==> config.mk <==
export PLATFORM = sky130hd
export DESIGN_NAME = segxlat_top
export DESIGN_NICKNAME = d
export VERILOG_FILES = /design/src/rtl/segxlat_pkg.sv /design/src/rtl/seg_table.sv /design/src/rtl/seg_check.sv /design/src/rtl/seg_resp_reg.sv /design/src/rtl/segxlat_top.sv
export SDC_FILE = /design/constraint.sdc
export NUM_CORES = 1
export LEC_CHECK = 0
export BUFFER_PORTS_ARGS = -buffer_cell sky130_fd_sc_hd__buf_2
export CAP_MARGIN = 20
export CORE_MARGIN = 5
export CORE_UTILIZATION = 47
export CTS_CLUSTER_SIZE = 28
export DETAILED_ROUTE_END_ITERATION = 8
export PLACE_DENSITY_LB_ADDON = 0.1
export SYNTH_ARGS = -nofsm -noshare
export SYNTH_HDL_FRONTEND = slang
export SYNTH_SLANG_ARGS = --single-unit
==> constraint.sdc <==
create_clock -name clk -period 3.1 [get_ports clk]
set_input_delay 0.31 -clock clk [delete_from_list [all_inputs] [get_ports clk]]
set_output_delay 0.31 -clock clk [all_outputs]
set_load 0.02 [all_outputs]
==> src/rtl/segxlat_pkg.sv <==
package segxlat_pkg;
    localparam int VA_W  = 16;
    localparam int SEG_W = 2;
    localparam int OFF_W = VA_W - SEG_W;
    localparam int PA_W  = 16;
    localparam int NSEG  = 1 << SEG_W;

    typedef enum logic [1:0] {
        FLT_NONE    = 2'b00,
        FLT_INVALID = 2'b01,
        FLT_LIMIT   = 2'b10,
        FLT_WPROT   = 2'b11
    } fault_e;

    typedef struct packed {
        logic [PA_W-1:0]  base;
        logic [OFF_W-1:0] limit;
        logic             valid;
        logic             writable;
    } seg_entry_t;

    typedef struct packed {
        fault_e          fault;
        logic [PA_W-1:0] pa;
    } xlat_res_t;

    // Priority: invalid, then limit, then store protection
    function automatic fault_e judge(seg_entry_t e, logic [OFF_W-1:0] off, logic wr);
        if (!e.valid)                 return FLT_INVALID;
        else if (off > e.limit)       return FLT_LIMIT;
        else if (wr && !e.writable)   return FLT_WPROT;
        else                          return FLT_NONE;
    endfunction

    function automatic logic [PA_W-1:0] relocate(logic [PA_W-1:0] base, logic [OFF_W-1:0] off);
        return base + PA_W'(off);
    endfunction
endpackage

==> src/rtl/seg_table.sv <==
module seg_table
    import segxlat_pkg::*;
(
    input  logic                  clk,
    input  logic                  rst,
    input  logic                  we,
    input  logic                  kernel,
    input  logic [SEG_W-1:0]      idx,
    input  seg_entry_t            wdata,
    output seg_entry_t [NSEG-1:0] tbl,
    output logic                  denied
);
    logic [NSEG-1:0] vmask;

    always_ff @(posedge clk) begin
        if (rst) begin
            tbl    <= '0;
            denied <= 1'b0;
        end else begin
            denied <= we && !kernel;
            for (int i = 0; i < NSEG; i++) begin
                if (we && kernel && idx == SEG_W'(i))
                    tbl[i] <= wdata;
            end
        end
    end

    for (genvar g = 0; g < NSEG; g++) begin : g_vmask
        assign vmask[g] = tbl[g].valid;
    end

    // reset leaves no valid entry
    p_reset_clears_r1: assert property (@(posedge clk) rst |=> (vmask == '0));
    // user-mode write does not touch the table
    p_user_write_ignored_r10: assert property (@(posedge clk) disable iff (rst)
        (we && !kernel) |=> $stable(tbl));
    // denial flag follows a user-mode attempt
    p_denied_pulse_r10: assert property (@(posedge clk) disable iff (rst)
        (we && !kernel) |=> denied);
endmodule

==> src/rtl/seg_check.sv <==
module seg_check
    import segxlat_pkg::*;
(
    input  seg_entry_t [NSEG-1:0] tbl,
    input  logic [VA_W-1:0]       va,
    input  logic                  wr,
    output xlat_res_t             res
);
    seg_entry_t       ent;
    logic [OFF_W-1:0] off;
    fault_e           flt;

    always_comb begin
        ent       = tbl[va[VA_W-1 -: SEG_W]];
        off       = va[OFF_W-1:0];
        flt       = judge(ent, off, wr);
        res.fault = flt;
        res.pa    = (flt == FLT_NONE) ? relocate(ent.base, off) : '0;
    end
endmodule

==> src/rtl/seg_resp_reg.sv <==
module seg_resp_reg
    import segxlat_pkg::*;
(
    input  logic            clk,
    input  logic            rst,
    input  logic            req_valid,
    input  xlat_res_t       res,
    output logic            rsp_valid,
    output fault_e          rsp_fault,
    output logic [PA_W-1:0] rsp_pa
);
    always_ff @(posedge clk) begin
        if (rst) begin
            rsp_valid <= 1'b0;
            rsp_fault <= FLT_NONE;
            rsp_pa    <= '0;
        end else begin
            rsp_valid <= req_valid;
            rsp_fault <= req_valid ? res.fault : FLT_NONE;
            rsp_pa    <= req_valid ? res.pa : '0;
        end
    end

    // faulting response carries no address
    p_fault_pa_zero_r7: assert property (@(posedge clk) disable iff (rst)
        (rsp_valid && rsp_fault != FLT_NONE) |-> (rsp_pa == '0));
endmodule

==> src/rtl/segxlat_top.sv <==
module segxlat_top
    import segxlat_pkg::*;
(
    input  logic                  clk,
    input  logic                  rst,
    input  logic                  cfg_we,
    input  logic                  cfg_kernel,
    input  logic [SEG_W-1:0]      cfg_idx,
    input  logic [PA_W-1:0]       cfg_base,
    input  logic [OFF_W-1:0]      cfg_limit,
    input  logic                  cfg_valid,
    input  logic                  cfg_writable,
    output logic                  cfg_denied,
    input  logic                  req_valid,
    input  logic [VA_W-1:0]       req_va,
    input  logic                  req_write,
    output logic                  rsp_valid,
    output logic [PA_W-1:0]       rsp_pa,
    output logic [1:0]            rsp_fault
);
    seg_entry_t            wdata;
    seg_entry_t [NSEG-1:0] tbl;
    xlat_res_t             res;
    fault_e                fault_q;
    seg_entry_t            req_ent;

    assign wdata = '{base: cfg_base, limit: cfg_limit, valid: cfg_valid, writable: cfg_writable};

    seg_table u_table (
        .clk(clk), .rst(rst), .we(cfg_we), .kernel(cfg_kernel), .idx(cfg_idx),
        .wdata(wdata), .tbl(tbl), .denied(cfg_denied)
    );

    seg_check u_check (.tbl(tbl), .va(req_va), .wr(req_write), .res(res));

    seg_resp_reg u_resp (
        .clk(clk), .rst(rst), .req_valid(req_valid), .res(res),
        .rsp_valid(rsp_valid), .rsp_fault(fault_q), .rsp_pa(rsp_pa)
    );

    assign rsp_fault = fault_q;
    assign req_ent   = tbl[req_va[VA_W-1 -: SEG_W]];

    // one-cycle latency, strobe only after a request
    p_latency_r8: assert property (@(posedge clk) disable iff (rst) req_valid |=> rsp_valid);
    p_idle_r8:    assert property (@(posedge clk) disable iff (rst) !req_valid |=> !rsp_valid);
    // in-range store to a read-only valid segment reports protection fault
    p_ro_store_r5: assert property (@(posedge clk) disable iff (rst)
        (req_valid && req_write && req_ent.valid && !req_ent.writable &&
         req_va[OFF_W-1:0] <= req_ent.limit) |=> (rsp_fault == 2'b11));
endmodule

# After elaboration in Yosys (flattened, before gate mapping)
# Index checks and enable logic that the tools add are counted.
[word_totals]
mem_bits_ro = 0
ram_bits = 0
in_bits = 56
latchBits = 0
register_bits = 148
wordCells = 46
output_inout_bits = 20
n_memories = 0
[classes]
n_mux = 5
order_cmp = 2
reduce_logical = 13
n_bitwise = 2
n_mul = 0
shifts = 0
eq_ne = 3
div_mod_pow = 0
n_addsub = 1
[op_table]
columns = ["op", "n"]
rows = [
  ["$bmux W32 S2", 1],
  ["$mux W32", 1],
  ["$add A16 B14 Y16", 1],
  ["$gt A14 B14 Y1", 1],
  ["$logic_and A1 B1 Y1", 7],
  ["$mux W2", 3],
  ["$eq A2 B2 Y1 const B", 2],
  ["$logic_not A2 Y1", 2],
  ["$lt A2 B3 Y1 const B", 1],
  ["$reduce_or A3 Y1", 1],
  ["$eq A2 B1 Y1 const B", 1],
  ["$logic_not A1 Y1", 2],
  ["$not A1 Y1", 2],
  ["$reduce_or A2 Y1", 1],
]

# Depth between registers and ports, before layout
[logic_depth]
depth_word = 10
depth_mapped = 14

# Modules after synthesis
# A second synthesis with hierarchy kept.
[unflattened]
cells_unflattened = 701
area_unflattened_um2 = 7564.8
[by_module_without_submodules]
columns = ["module", "instances", "area_each_um2", "cells_per_inst", "seq_area_each_um2"]
rows = [
  ["seg_table", 1, 5123.7, 457, 2582.5],
  ["seg_check", 1, 1878.1, 204, 0.0],
  ["seg_resp_reg", 1, 563.0, 40, 380.4],
]

# Least setup slack after synthesis
# Ideal clock, no wire load.
[synth_path]
kind = "input to register"
from = "input req_va[14]"
to = "register u_resp.rsp_pa[10]"
t_arrival_ns = 3.087
required_time_ns = 2.980
n_path_buf = 3
slack_ns = -0.107
stages = 13
setup_time_ns = 0.120
cell_sequence = "buf_6 > buf_2 > buf_2 > mux4_2 > ha_1 > inv_1 > fa_1 > nor2b_1 > o31a_1 > o41a_1 > a21oi_2 > mux2i_1 > a21oi_1"
[synth_via]
elab_chain_len = 10
[synth_lines]
columns = ["element", "line", "rtl"]
rows = [
  ["start, declared", "segxlat_top.sv:15", "input logic [VA_W-1:0] req_va,"],
  ["$bmux W32 S2 *", "seg_check.sv:14", "ent = tbl[va[VA_W-1 -: SEG_W]];"],
  ["$mux W32 (implied by the code) *", "seg_check.sv:14", ""],
  ["parallel branches: the longest is 8 deep, another holds $gt A14 B14 Y1", "-", ""],
  ["end signal, assigned", "seg_resp_reg.sv:20", "rsp_pa <= req_valid ? res.pa : '0;"],
  ["end, declared", "seg_resp_reg.sv:10", "output logic [PA_W-1:0] rsp_pa"],
]
# Mark *: on every way between the ends. The select of a mux whose other input is x is not followed.
# A chain may end at the register's enable or synchronous reset.

# Worst setup path after layout
[layout_path]
from = "register, netlist name u_table.tbl[80]"
to = "register u_resp.rsp_pa[10]"
[layout_via]
elab_chain_len = 3
[layout_lines]
columns = ["element", "line", "rtl"]
rows = [
  ["$bmux W32 S2", "seg_check.sv:14", ""],
  ["$mux W32 (implied by the code)", "seg_check.sv:14", ""],
  ["$add A16 B14 Y16", "segxlat_pkg.sv:36", "return base + PA_W'(off);"],
]
# No other way between the ends. The select of a mux whose other input is x is not followed.

==> impl_results.md <==
* Status: completed
* Post-synth EDFFs at 0
* Routed Antenna Nets at 0
* Placeable Area at 0.01442 mm^2
* CTS Buf Count at 17
* DRC at 0
* Critical path's slowest cell: mux4_2
* Hold path start: rst
* CP Class: reg2reg
* Tot Pwr at 0.004473 W
* Least-Margin Pin Slew at 0.6796 ns
* Req. time, crit path at 3.39 ns
* Vias in the first global route at 5800
* Fin crit share at 86.91%
* R2r startpoint: u_table.tbl[80]
* Max stage delay on crit path at 0.47 ns
* Worst Hold Endpoint: u_table.tbl[52]
* Count of cell types in the netlist at 42
* Post-CTS Setup Inserts at 0
* Drt via density at 5.618
* Max-Cap Viols at 0
* Most frequent cells after synthesis: nand2_1, a21oi_1, dfxtp_1
* Cts repair resizes at 0
* Final Hold Viols at 0
* R2R Setup Slk at 0.41 ns
* Path depth of the worst reg2reg path at 10
* Ports at 76
* Type of the most critical hold path: in2reg
* Worst hold stages at 2
* Area share of the largest cell type after synthesis at 43.22%
* Max-slew violation count at 0
* 1st-iter DRT viols at 507
* Critical path launch point type: register
* Asr flop ratio synth at 0%
* Layout cells sized above 1 at 18.69%
* Worst path arrival time at 2.98 ns
* Die Y at 130.8 um
* N_diodes at 0
* Syn Inst Count at 828
* Root Buffer: clkbuf_16
* Cell Area, Placed at 0.007466 mm^2
* Max VDD drop at 0.3936 mV
* WHS at 0.08854 ns
* CP max FO at 3
* Warnings, synthesis at 0
* Layout Nets at 976
* Slew Limit Headroom at 54.69%
* Clock sinks at 148
* FMAX at 371.2 MHz
* Minimum clock period at 2.694 ns
* DIE WIDTH at 130.8 um
* Mapped Area at 0.006855 mm^2
* GRT Residual Overflow at 0
* DR vias at 6112
* Seq/Total Area, Yosys at 43.22%
* Gpl congestion at 0.8692
* TritonCTS clock tree: built
* Standard-cell rows at 44
* H-tree depth at 4
* Inst Count DP at 1056
* Die area at 0.01710 mm^2
* CTS Buffer Depth at 2
* Reg2reg end: u_resp.rsp_pa[10]
* Cell area after layout at 0.008077 mm^2
* Drt wl/cell at 17.66 um
* Clock latency on the worst-skew pair at 0.43 ns
* Synth area leaders: dfxtp_1, nand2_1, a21oi_1
* # hold bufs at CTS at 0
* Setup violators final at 0
* LEAKAGE at 3.018 nW
* Cell taking the most area after synthesis: dfxtp_1
* Setup TNS Final at 0 ns
* Critical Path End Type: register
* Total Wirelength at 19220 um
* Fill cell count at 1361
* Number of synthesized register bits at 148
* Clk_skew at 0.006910 ns
* Worst-path clk slew at 0.06 ns
* Synthesis-to-layout area growth at 17.81%
* Top-count cell post-synth: nand2_1
* Unrepaired setup endpoints after global routing: false
* Initial DRT Pass Iterations at 5
* Initial Util at 47.53%
* Total Routing Usage GR at 23.26%
* Port Buffers at 75
* Most used DFF post-synth: dfxtp_1
* Syn_nets at 913
* Antenna violations before repair at 0
* Syn_area_per_cell at 8.279 um^2
* Worst-path cell chain: mux4_2 -> ha_1 -> inv_1 -> fa_1 -> nor2b_1 -> o31a_1 -> o41a_1 -> a21oi_2 -> mux2i_1 -> a21oi_1
* First-pass GRT wire length at 30490 um
* Largest net degree at the start of global routing at 65
* P per Cell Area at 553.9 mW/mm^2
* Post-Layout Cell Count at 1088
* HPWL Detailed at 12770 um
==> state kept, by name, indices dropped and copies added (netlist names) <==
name,count
u_resp.rsp_valid,1
u_resp.rsp_fault,2
u_table.tbl,128
u_table.denied,1
u_resp.rsp_pa,16
==> cells in the final DEF (no fill, tap or decap), types with 3 or more instances in the layout <==
| cell | n |
|---|---|
| buf_4 | 22 |
| nor2b_1 | 4 |
| buf_2 | 74 |
| clkinvlp_4 | 3 |
| a211oi_1 | 3 |
| nor3_1 | 5 |
| nand2_1 | 274 |
| dfxtp_1 | 148 |
| clkinv_2 | 3 |
| nand2b_1 | 4 |
| inv_1 | 22 |
| nor2_1 | 29 |
| nand4_1 | 6 |
| clkbuf_16 | 17 |
| nand3_1 | 7 |
| o21ai_0 | 8 |
| ha_1 | 28 |
| a31oi_1 | 3 |
| nor4_1 | 3 |
| o21a_1 | 4 |
| a21oi_1 | 153 |
| xor2_1 | 5 |
| xnor2_1 | 3 |
| a21o_1 | 5 |
| mux4_2 | 32 |
| bufinv_16 | 3 |
==> layout make-up <==
class                           count  area (um^2)  share of cell area, %
Sequential cell                   148         2963                  36.68
Inverter                           22        82.58                  1.022
Timing Repair Buffer               99        603.1                  7.467
Multi-Input combinational cell    603         3587                  44.42
Tap cell                          184        230.2                  2.851
Clock inverter                     12        153.9                  1.906
Clock buffer                       20        456.7                  5.655
==> cell families (layout without fill, tap and decap cells) <==
kind of cell / after synthesis / count (layout) / share of synthesized area, %
mux: 33 / 33 / 10.66
xor+xnor: 8 / 8 / 1.022
buf+inv: 77 / 153 / 4.672
fa+ha+maj: 29 / 29 / 5.403
flops: 148 / 148 / 43.22
compound gates: 192 / 192 / 15.24
simple gates: 341 / 341 / 19.78
==> power by group <==
group,switching (W),internal (W)
registers,0.0000184,0.00194
clock network,0.000814,0.00131
logic,0.000239,0.000155
total,0.00107,0.00340
==> stage by stage <==
| stage | worst slack (ns) | utilization (%) |
|---|---|---|
| finish | 0.4058 | 55.99 |
| global route | 0.2302 | 55.99 |
| CTS | 0.4240 | 55.99 |
| detailed placement | 0.02150 | 51.76 |
| global placement | 0.09976 | 51.57 |
| floorplan | 0.08047 | - |
==> worst max-delay path: cells and delay by family (launching register included) <==
kind / cells / cell delay, ns
muxes: 2 / 0.68
buffers and inverters: 1 / 0.08
DFF: 1 / 0.31
and+or+nand+nor: 1 / 0.07
AOI/OAI and AO/OA: 4 / 1.00
adders and majority gates: 2 / 0.42
==> routing by layer <==
layer  track usage (%)  vias to the layer above  part of all wire, %  wire length [um]
met2             37.68                      205                   47              9070
met1             31.73                     2940                   44              8489
met4             6.534                        0                  1.5               281
met5                 0                        -                    0                 0
li1                  -                     2940                    -                 -
met3             4.797                       27                  7.2              1378
==> how the worst max path moves through the flow <==
stage	from	end
after CTS	u_table.tbl[112]	u_resp.rsp_pa[10]
after global placement	req_va[14]	u_resp.rsp_pa[4]
after detailed placement	req_va[14]	u_resp.rsp_pa[10]
after global routing	u_table.tbl[102]	u_resp.rsp_pa[2]
final	u_table.tbl[80]	u_resp.rsp_pa[10]
after floorplan	req_va[14]	u_resp.rsp_pa[10]
Power figures use the tool's default switching activity.
